==> src/rtl/sio_regbank_pkg.sv <==
package sio_regbank_pkg;

    localparam int DW      = 8;
    localparam int AW      = 3;
    localparam int DIVW    = 2 * DW;
    localparam int BANK_BIT = 7;

    localparam logic [AW-1:0] OFS_DATA  = 3'd0;
    localparam logic [AW-1:0] OFS_IEN   = 3'd1;
    localparam logic [AW-1:0] OFS_IDFC  = 3'd2;
    localparam logic [AW-1:0] OFS_LCTL  = 3'd3;
    localparam logic [AW-1:0] OFS_MCTL  = 3'd4;
    localparam logic [AW-1:0] OFS_LSTAT = 3'd5;
    localparam logic [AW-1:0] OFS_MSTAT = 3'd6;
    localparam logic [AW-1:0] OFS_SCR   = 3'd7;

    // Plain byte registers held in the store, by index
    localparam int NPLAIN  = 4;
    localparam int PL_IEN  = 0;
    localparam int PL_LCTL = 1;
    localparam int PL_MCTL = 2;
    localparam int PL_SCR  = 3;

    typedef struct packed {
        logic [NPLAIN-1:0] plain_we;
        logic              div_lo_we;
        logic              div_hi_we;
        logic              rx_pop;
        logic              tx_load;
        logic              fifo_wr;
    } acc_sel_t;

    function automatic logic div_legal(input logic [DIVW-1:0] v);
        return |v;
    endfunction

endpackage

==> src/rtl/sio_addr_decode.sv <==
module sio_addr_decode
    import sio_regbank_pkg::*;
(
    input  logic [AW-1:0] addr,
    input  logic          rd,
    input  logic          wr,
    input  logic          bank,
    output acc_sel_t      sel
);
    always_comb begin
        sel = '0;
        if (wr) begin
            case (addr)
                OFS_DATA: begin
                    if (bank) sel.div_lo_we = 1'b1;
                    else      sel.tx_load   = 1'b1;
                end
                OFS_IEN: begin
                    if (bank) sel.div_hi_we        = 1'b1;
                    else      sel.plain_we[PL_IEN] = 1'b1;
                end
                OFS_IDFC: sel.fifo_wr            = 1'b1;
                OFS_LCTL: sel.plain_we[PL_LCTL]  = 1'b1;
                OFS_MCTL: sel.plain_we[PL_MCTL]  = 1'b1;
                OFS_SCR:  sel.plain_we[PL_SCR]   = 1'b1;
                default:  ;
            endcase
        end
        if (rd && addr == OFS_DATA && !bank)
            sel.rx_pop = 1'b1;
    end
endmodule

==> src/rtl/sio_ctl_store.sv <==
module sio_ctl_store
    import sio_regbank_pkg::*;
#(
    parameter logic [DIVW-1:0] DIV_RESET = 16'd1
)(
    input  logic                       clk,
    input  logic                       rst,
    input  acc_sel_t                   sel,
    input  logic [DW-1:0]              wdata,
    output logic [NPLAIN-1:0][DW-1:0]  plain_q,
    output logic [DIVW-1:0]            div_q
);
    logic [DW-1:0]   regs [NPLAIN];
    logic [DIVW-1:0] div_next;

    for (genvar gi = 0; gi < NPLAIN; gi++) begin : g_plain
        always_ff @(posedge clk) begin
            if (rst)
                regs[gi] <= '0;
            else if (sel.plain_we[gi])
                regs[gi] <= wdata;
        end
        assign plain_q[gi] = regs[gi];
    end

    always_comb begin
        div_next = div_q;
        if (sel.div_lo_we) div_next[DW-1:0]    = wdata;
        if (sel.div_hi_we) div_next[DIVW-1:DW] = wdata;
    end

    always_ff @(posedge clk) begin
        if (rst)
            div_q <= DIV_RESET;
        else if ((sel.div_lo_we || sel.div_hi_we) && div_legal(div_next))
            div_q <= div_next;
    end
endmodule

==> src/rtl/sio_read_mux.sv <==
module sio_read_mux
    import sio_regbank_pkg::*;
(
    input  logic                      rd,
    input  logic [AW-1:0]             addr,
    input  logic                      bank,
    input  logic [DW-1:0]             rx_data,
    input  logic [DW-1:0]             intr_id,
    input  logic [DW-1:0]             line_stat,
    input  logic [DW-1:0]             modem_stat,
    input  logic [NPLAIN-1:0][DW-1:0] plain_q,
    input  logic [DIVW-1:0]           div_q,
    output logic [DW-1:0]             rdata
);
    always_comb begin
        rdata = '0;
        if (rd) begin
            case (addr)
                OFS_DATA:  rdata = bank ? div_q[DW-1:0]    : rx_data;
                OFS_IEN:   rdata = bank ? div_q[DIVW-1:DW] : plain_q[PL_IEN];
                OFS_IDFC:  rdata = intr_id;
                OFS_LCTL:  rdata = plain_q[PL_LCTL];
                OFS_MCTL:  rdata = plain_q[PL_MCTL];
                OFS_LSTAT: rdata = line_stat;
                OFS_MSTAT: rdata = modem_stat;
                default:   rdata = plain_q[PL_SCR];
            endcase
        end
    end
endmodule

==> src/rtl/sio_regbank.sv <==
module sio_regbank
    import sio_regbank_pkg::*;
#(
    parameter logic [DIVW-1:0] DIV_RESET = 16'd1
)(
    input  logic            clk,
    input  logic            rst,
    input  logic [AW-1:0]   bus_addr,
    input  logic            bus_rd,
    input  logic            bus_wr,
    input  logic [DW-1:0]   bus_wdata,
    output logic [DW-1:0]   bus_rdata,
    input  logic [DW-1:0]   rx_data,
    input  logic [DW-1:0]   intr_id,
    input  logic [DW-1:0]   line_stat,
    input  logic [DW-1:0]   modem_stat,
    output logic            rx_pop,
    output logic            tx_load,
    output logic            fifo_ctl_wr,
    output logic [DW-1:0]   strobe_data,
    output logic [DW-1:0]   ier_q,
    output logic [DW-1:0]   lcr_q,
    output logic [DW-1:0]   mcr_q,
    output logic [DIVW-1:0] divisor
);
    acc_sel_t                  sel;
    logic [NPLAIN-1:0][DW-1:0] plain_q;
    logic                      bank;

    assign bank = plain_q[PL_LCTL][BANK_BIT];

    sio_addr_decode u_dec (
        .addr (bus_addr),
        .rd   (bus_rd),
        .wr   (bus_wr),
        .bank (bank),
        .sel  (sel)
    );

    sio_ctl_store #(.DIV_RESET(DIV_RESET)) u_store (
        .clk     (clk),
        .rst     (rst),
        .sel     (sel),
        .wdata   (bus_wdata),
        .plain_q (plain_q),
        .div_q   (divisor)
    );

    sio_read_mux u_rmux (
        .rd         (bus_rd),
        .addr       (bus_addr),
        .bank       (bank),
        .rx_data    (rx_data),
        .intr_id    (intr_id),
        .line_stat  (line_stat),
        .modem_stat (modem_stat),
        .plain_q    (plain_q),
        .div_q      (divisor),
        .rdata      (bus_rdata)
    );

    assign rx_pop      = sel.rx_pop;
    assign tx_load     = sel.tx_load;
    assign fifo_ctl_wr = sel.fifo_wr;
    assign strobe_data = bus_wdata;
    assign ier_q       = plain_q[PL_IEN];
    assign lcr_q       = plain_q[PL_LCTL];
    assign mcr_q       = plain_q[PL_MCTL];
endmodule

==> config.mk <==
export PLATFORM = sky130hd
export DESIGN_NAME = sio_regbank
export DESIGN_NICKNAME = d
export VERILOG_FILES = /design/src/rtl/sio_regbank_pkg.sv /design/src/rtl/sio_addr_decode.sv /design/src/rtl/sio_ctl_store.sv /design/src/rtl/sio_read_mux.sv /design/src/rtl/sio_regbank.sv
export SDC_FILE = /design/constraint.sdc
export NUM_CORES = 1
export LEC_CHECK = 0
export CAP_MARGIN = 40
export CORE_MARGIN = 5
export CORE_UTILIZATION = 42
export DETAILED_ROUTE_END_ITERATION = 16
export PLACE_DENSITY = 0.78
export SLEW_MARGIN = 15
export SYNTH_ARGS = -nofsm -noshare
export SYNTH_HDL_FRONTEND = slang
export SYNTH_SLANG_ARGS = --single-unit
==> constraint.sdc <==
create_clock -name clk -period 2.5 [get_ports clk]
set_input_delay 0.625 -clock clk [delete_from_list [all_inputs] [get_ports clk]]
set_output_delay 0.625 -clock clk [all_outputs]
set_load 0.01 [all_outputs]
==> results.sh, run 1 <==
export IMPL_status="finished with violations"
export IMPL_violations="negative setup slack"
export IMPL_drc=0
export IMPL_fin_ws_ns=-0.124
export IMPL_cts_root_buf="clkbuf_8"
export IMPL_period_share_pct=105
export IMPL_grt_overflow=0
export IMPL_syn_area_mm2=0.00313
export IMPL_vdd_drop_max_uv=226
export IMPL_min_path_cells=2
export IMPL_cts_buffer_depth=2
export IMPL_core_area_mm2=0.00725
export IMPL_dpl_hpwl_um=8430
export IMPL_via_per_inst=5.68
export IMPL_grt_pass1_vias=3173
export IMPL_wl_per_cell_um=21.1
export IMPL_yosys_warnings=0
export IMPL_wl_um=11800
export IMPL_gp_routability_congestion=0.902
export IMPL_skew_ns=0.00397
export IMPL_yosys_top_cells_area="edfxtp_1 (31%), dfxtp_1 (10%), buf_4 (7.7%), and2_1 (6.8%), mux2i_1 (6.1%)"
export IMPL_grt_pass1_wl_um=17500
export IMPL_vias=3179
export IMPL_worstReg2RegEnd="u_store.div_q[9]"
export IMPL_dieWidth_um=96.4
export IMPL_worstPathMaxFanout=2
export IMPL_yosysSeqAreaShare_pct=40.9
export IMPL_stdcell_area_mm2=0.00505
export IMPL_h_tree_depth=2
export IMPL_finalSetupViolCount=3
export IMPL_syn_area_per_cell_um2=9.67
export IMPL_max_freq_mhz=381
export IMPL_firstDrtPassIters=5
export IMPL_synth_net_count=371
export IMPL_reg2reg_depth=9
export IMPL_synth_enable_flop_cells=32
export IMPL_crit_arrival_ns=2.00
export IMPL_min_path_type="flop to flop"
export IMPL_power_leakage_nw=2.03
export IMPL_syn_to_final_growth_pct=61.2
export IMPL_rrSetupSlack_ns=0.28
export IMPL_synth_cells=324
export IMPL_layout_drive_gt1_share_pct=32.6
export IMPL_hold_viol_final=0
export IMPL_insertion_delay_ns=0.31
export IMPL_finalMaxSlewViolations=0
export IMPL_synthDistinctLibCells=48
export IMPL_ant_nets=0
export IMPL_row_count=31
export IMPL_ys_seq_elements=48
export IMPL_setup_tns_ns=-0.213
export IMPL_tightest_slew_ns=0.441
export IMPL_cts_buffers=5
export IMPL_dieArea_mm2=0.00929
export IMPL_grt_max_degree=28
export IMPL_cp_required_ns=1.88
export IMPL_rsz0062_at_grt="true"
export IMPL_die_y_um=96.4
export IMPL_grt_usage_pct=25.5
export IMPL_relSlewSlack_pct=70.5
export IMPL_fin_cells=560
export IMPL_finish_utilization_pct=69.6
export IMPL_p_per_area_mw_per_mm2=406
export IMPL_rr_startpoint="u_store.regs[0][15]"
export IMPL_maxCapViolations=0
export IMPL_placed_area_mm2=0.00452
export IMPL_crit_path_start_kind="flop"
export IMPL_io_buffers=105
export IMPL_synth_top_area_share_pct=30.7
export IMPL_final_fill_count=526
export IMPL_place_inst=540
export IMPL_hp_start="u_store.div_q[10]"
export IMPL_critPathKind="flop to output port"
export IMPL_cp_end_kind="output port"
export IMPL_cts_sinks=48
export IMPL_fin_nets=506
export IMPL_holdPathEnd="u_store.div_q[10]"
export IMPL_async_reset_ff_share_pct=0
export IMPL_initial_utilization_pct=43.2
export IMPL_cts_tree="yes"
export IMPL_synthFlopType="edfxtp_1"
export IMPL_period_needed_ns=2.62
export IMPL_yosysTopAreaCell="edfxtp_1"
export IMPL_clkTransAtPathRegs_ns=0.09
export IMPL_dr_first_iter_drc_count=320
export IMPL_io_pins=106
export IMPL_antenna_found_initial=0
## synthesized netlist by cell type (2+ instances only)
library cell  instances
nor3_1                4
nand3_1               4
and3_1                3
a21oi_1              12
a31o_2                3
or4_4                 2
a211oi_1              4
a22oi_1               5
mux2_2                3
nand2b_1             22
nor2_1               17
mux2i_1              19
nor2b_1              10
o21ai_0              12
mux4_2                2
a22o_1                2
edfxtp_1             32
a211o_1               3
buf_4                32
inv_1                 5
nand4_1               2
nand2_1              20
a21o_1                3
buf_1                 3
a221oi_1              6
buf_2                 4
clkbuf_1             12
a311oi_1              2
o32ai_1               4
o211ai_1              2
dfxtp_1              16
o221a_2               2
or4_1                 2
nor4_1                3
and2_1               34
## flip-flops by register name (all words and copies together), names as in the netlist
name / flops
u_store.div_q: 16
u_store.regs: 32
## logic make-up after synthesis
logic type,Yosys count,share of synthesized area (%)
AO/OA/AOI/OAI,67,16.5
AND/OR/NAND/NOR,128,23.0
buffers and inverters,57,11.1
flip-flops,48,40.9
multiplexers,24,8.59
## where the power goes
group,switching [W],internal [W]
clock,0.000274,0.000297
sequential,0.0000245,0.000880
combinational,0.000263,0.000314
total,0.000562,0.00149
## metal layers
layer	up-vias	wire length [um]	GRT usage (%)
met3	32	1150	4.96
met5	-	0	0
met2	205	5880	42.3
met1	1511	4460	32.7
met4	0	322	10.0
li1	1431	-	-
## how the worst max path moves through the flow
stage,from,to,slack (ns)
2_1_floorplan,bus_addr[0],bus_rdata[7],0.004
3_3_place_gp,bus_addr[2],bus_rdata[4],-0.86
3_5_place_dp,bus_addr[2],bus_rdata[0],-0.87
4_1_cts,u_store.regs[0][15],bus_rdata[0],-0.13
5_1_grt,u_store.regs[0][15],bus_rdata[0],-0.19
6_report,u_store.regs[0][15],bus_rdata[0],-0.12
## worst max-delay path: stages, from the launching register on
cell and delay, ns:
edfxtp_1 0.39, mux2_2 0.35, mux4_2 0.46, a221oi_2 0.27
nor2b_1 0.07, buf_2 0.14
## cell type report
cell class,instances,area [um^2],area share [%]
Multi-Input combinational cell,219,1760,34.9
Timing Repair Buffer,180,1750,34.7
Sequential cell,48,1280,25.4
Tap cell,99,124,2.45
Clock buffer,6,72.6,1.44
Clock inverter,2,35.0,0.694
Inverter,5,18.8,0.372
Antenna cell,1,2.50,0.0496
## what timing repair did
| item | 4_1_cts | 5_1_grt |
|---|---|---|
| gates resized for setup | 109 | 25 |
| gates cloned | 4 | 0 |
| hold buffers | 0 | 0 |
| pin swaps | 26 | 17 |
| endpoints found under the setup margin | 19 | 14 |
| setup buffers | 8 | 0 |
| endpoints found under the hold margin | 0 | 0 |
## layout by cell type, fill, tap and decap left out, types with 4 or more instances in the layout
cell type | synthesis | routed
mux2i_1 | 19 | 18
dlygate4sd2_1 | 0 | 8
a21oi_1 | 12 | 8
nor2b_4 | 0 | 5
buf_12 | 0 | 6
buf_2 | 4 | 6
a211oi_2 | 0 | 4
buf_16 | 0 | 4
buf_4 | 32 | 61
a22oi_2 | 0 | 4
clkbuf_8 | 0 | 5
clkdlybuf4s50_1 | 0 | 84
edfxtp_1 | 32 | 32
nor3_1 | 4 | 4
dfxtp_1 | 16 | 16
buf_6 | 1 | 8
inv_1 | 5 | 5
a221oi_2 | 0 | 4
nand2b_1 | 22 | 22
nand2_1 | 20 | 20
o32ai_1 | 4 | 4
nor2_1 | 17 | 14
and2_1 | 34 | 34
a21oi_2 | 1 | 5
o21ai_0 | 12 | 8
## metrics by stage
step | total power [W] | worst slack [ns] | hold slack [ns]
after detailed placement | 0.00140 | -0.874 | 0.519
after CTS | 0.00203 | -0.131 | 0.533
after floorplan | 0.00113 | 0.00350 | 0.508
after global placement | 0.00140 | -0.863 | 0.490
final | 0.00205 | -0.124 | 0.544
after global routing | 0.00212 | -0.186 | 0.569
Power figures use the tool's default switching activity.
==> run 2, diff against run 1 <==
--- a/config.mk
+++ b/config.mk
@@ -6,7 +6,7 @@
 export NUM_CORES = 1
 export LEC_CHECK = 0
 export CAP_MARGIN = 40
-export CORE_MARGIN = 5
+export CORE_MARGIN = 2
 export CORE_UTILIZATION = 42
 export DETAILED_ROUTE_END_ITERATION = 16
 export PLACE_DENSITY = 0.78
==> run 2 against run 1 <==
The flow still finishes with violations (negative setup slack). Critical path depth grew 2. Hold slack lost 0.031 ns. Non-clock buffer count shrank 5. Sequential cell count is the same. Clock power shrank 18%. Maximum frequency shrank 3.1%. Via count grew 1.1%. Sequential power is essentially flat. Setup slack lost 0.085 ns. First-iteration DRC count grew 6.9%. Register-to-register slack lost 0.14 ns. Critical path type unchanged. Critical endpoint is now bus_rdata[1]. Largest power group unchanged.
==> results.sh, run 2 (same netlist as run 1, synthesis figures left out) <==
export IMPL_clkPwrFrac_pct=24.2
export IMPL_h_tree_depth=2
export IMPL_core_area_mm2=0.00725
export IMPL_cp_end_kind="output port"
export IMPL_tightest_slew_ns=0.439
export IMPL_wl_per_cell_um=20.7
export IMPL_dpl_hpwl_um=8070
export IMPL_grt_overflow=0
export IMPL_cts_buffers=5
export IMPL_dr_wl_met2_um=5360
export IMPL_dr_first_iter_drc_count=342
export IMPL_drc=0
export IMPL_via_per_inst=5.80
export IMPL_met3WireLength_um=1060
export IMPL_crit_end="bus_rdata[1]"
export IMPL_setup_tns_ns=-0.938
export IMPL_grt_pass1_wl_um=17100
export IMPL_finalSetupViolCount=7
export IMPL_grt_pass1_vias=3110
export IMPL_maxCapViolations=0
export IMPL_cp_cell_sequence="buf_4 -> buf_6 -> mux2_2 -> a221oi_4 -> a211oi_2 -> o221a_2 -> buf_6"
export IMPL_cts_hold_buf=0
export IMPL_wl_met1_um=4650
export IMPL_p_per_area_mw_per_mm2=393
export IMPL_pwr_share_comb_pct=28.9
export IMPL_rr_startpoint="u_store.regs[0][15]"
export IMPL_cts_sinks=48
export IMPL_worstPathMaxFanout=4
export IMPL_path_common_cell="buf_6"
export IMPL_syn_to_final_growth_pct=56.7
export IMPL_p_switching_w=0.000552
export IMPL_crit_path_start="u_store.regs[0][15]"
export IMPL_io_pins=106
export IMPL_pre_cts_slack_ns=-0.887
export IMPL_fin_nets=501
export IMPL_clkTransAtPathRegs_ns=0.09
export IMPL_status="finished with violations"
export IMPL_pwr_share_seq_pct=46.8
export IMPL_dieWidth_um=90.4
export IMPL_worstReg2RegEnd="u_store.div_q[5]"
export IMPL_crit_path_start_kind="flop"
export IMPL_finish_utilization_pct=67.7
export IMPL_layout_drive_gt1_share_pct=29.5
export IMPL_max_freq_mhz=369
export IMPL_top_regs="u_store.regs x32, u_store.div_q x16"
export IMPL_wl_um=11500
export IMPL_violations="negative setup slack"
export IMPL_crit_slowest_cell="edfxtp_1"
export IMPL_critPathKind="flop to output port"
export IMPL_swShare_pct=28.6
export IMPL_largest_reg_flops=32
export IMPL_firstDrtPassIters=5
export IMPL_crit_arrival_ns=2.08
export IMPL_vdd_drop_max_uv=232
export IMPL_cts_tree="yes"
export IMPL_fin_ws_ns=-0.209
export IMPL_min_path_type="flop to flop"
export IMPL_p_int_w=0.00138
export IMPL_io_buffers=105
export IMPL_vias=3213
export IMPL_period_share_pct=108
export IMPL_relSlewSlack_pct=70.3
export IMPL_final_fill_count=553
export IMPL_reg2reg_depth=8
export IMPL_initial_utilization_pct=43.2
export IMPL_ant_nets=0
export IMPL_layout_common_cells="clkdlybuf4s50_1 (85), buf_4 (57), and2_1 (34)"
export IMPL_antenna_found_initial=0
export IMPL_die_y_um=90.4
export IMPL_power_leakage_nw=1.97
export IMPL_diodes=0
export IMPL_cts_buffer_depth=2
export IMPL_row_count=31
export IMPL_rsz0062_at_grt="true"
export IMPL_finalMaxSlewViolations=0
export IMPL_skew_ns=0.00248
export IMPL_regMostFlops="u_store.regs"
export IMPL_period_needed_ns=2.71
export IMPL_grt_max_degree=20
export IMPL_gp_routability_congestion=0.935
export IMPL_final_common_cell="clkdlybuf4s50_1"
export IMPL_hold_viol_final=0
export IMPL_cp_required_ns=1.88
export IMPL_rrSetupSlack_ns=0.14
export IMPL_highest_layer="met4"
export IMPL_place_inst=536
export IMPL_fin_cells=554
export IMPL_max_stage_delay_ns=0.51
export IMPL_hp_start="u_store.div_q[10]"
export IMPL_dieArea_mm2=0.00817
export IMPL_cts_root_buf="clkbuf_8"
export IMPL_grt_usage_pct=27.0
export IMPL_insertion_delay_ns=0.31
[run 2: worst max-delay path, delay by kind of cell (launching register included)]
| kind | cells | cell delay (ns) |
|---|---|---|
| AO/OA/AOI/OAI | 3 | 0.57 |
| flip-flops | 1 | 0.51 |
| buffers and inverters | 3 | 0.40 |
| multiplexers | 1 | 0.28 |
[run 2: layer usage]
metal,GRT usage (%),vias to the layer above
met3,4.34,41
met1,36.6,1523
met5,0,-
met2,42.7,239
li1,-,1410
met4,11.7,0
[run 2: timing repair]
| item | in CTS | in global routing |
|---|---|---|
| setup buffers | 2 | 5 |
| gates resized for setup | 86 | 21 |
| endpoints found under the setup margin | 22 | 9 |
| pin swaps | 21 | 7 |
| cloned | 4 | 0 |
[run 2: worst min-delay path by stage]
stage | end | slack [ns] | cells after the start
after floorplan | u_store.div_q[14] | 0.51 | 2
after global placement | u_store.div_q[10] | 0.48 | 2
after detailed placement | u_store.div_q[10] | 0.51 | 2
after CTS | u_store.div_q[10] | 0.52 | 2
after global routing | u_store.div_q[12] | 0.56 | 2
final | u_store.div_q[10] | 0.51 | 2
[run 2: power by group through the flow]
stage | clock network, W | registers [W] | logic, W
after floorplan | 0 | 0.000911 | 0.000223
after global placement | 0 | 0.000920 | 0.000475
after detailed placement | 0 | 0.000920 | 0.000480
after CTS | 0.000463 | 0.000903 | 0.000521
after global routing | 0.000487 | 0.000907 | 0.000584
final | 0.000468 | 0.000904 | 0.000559
[run 2: through the flow]
stage,power (W),area (um^2),hold WS [ns]
5_1_grt,0.00198,4910,0.564
3_3_place_gp,0.00140,4510,0.485
6_report,0.00193,4910,0.512
3_5_place_dp,0.00140,4510,0.505
2_1_floorplan,0.00113,3130,0.508
4_1_cts,0.00189,4790,0.517
[run 2: area by class of cell]
type	instances	area, um^2	area share, %
timing repair buffer	175	1710	34.8
multi-input combinational	219	1690	34.4
sequential	48	1280	26.1
tap	99	124	2.52
clock buffer	6	72.6	1.48
inverter	5	18.8	0.382
clock inverter	2	11.3	0.229
==> run 3, diff against run 2 <==
--- a/config.mk
+++ b/config.mk
@@ -8,6 +8,7 @@
 export CAP_MARGIN = 40
 export CORE_MARGIN = 2
 export CORE_UTILIZATION = 42
+export CTS_CLUSTER_SIZE = 14
 export DETAILED_ROUTE_END_ITERATION = 16
 export PLACE_DENSITY = 0.78
 export SLEW_MARGIN = 15
==> results of run 3 <==
Final layout, timing and power as in run 2 (identical DEF).
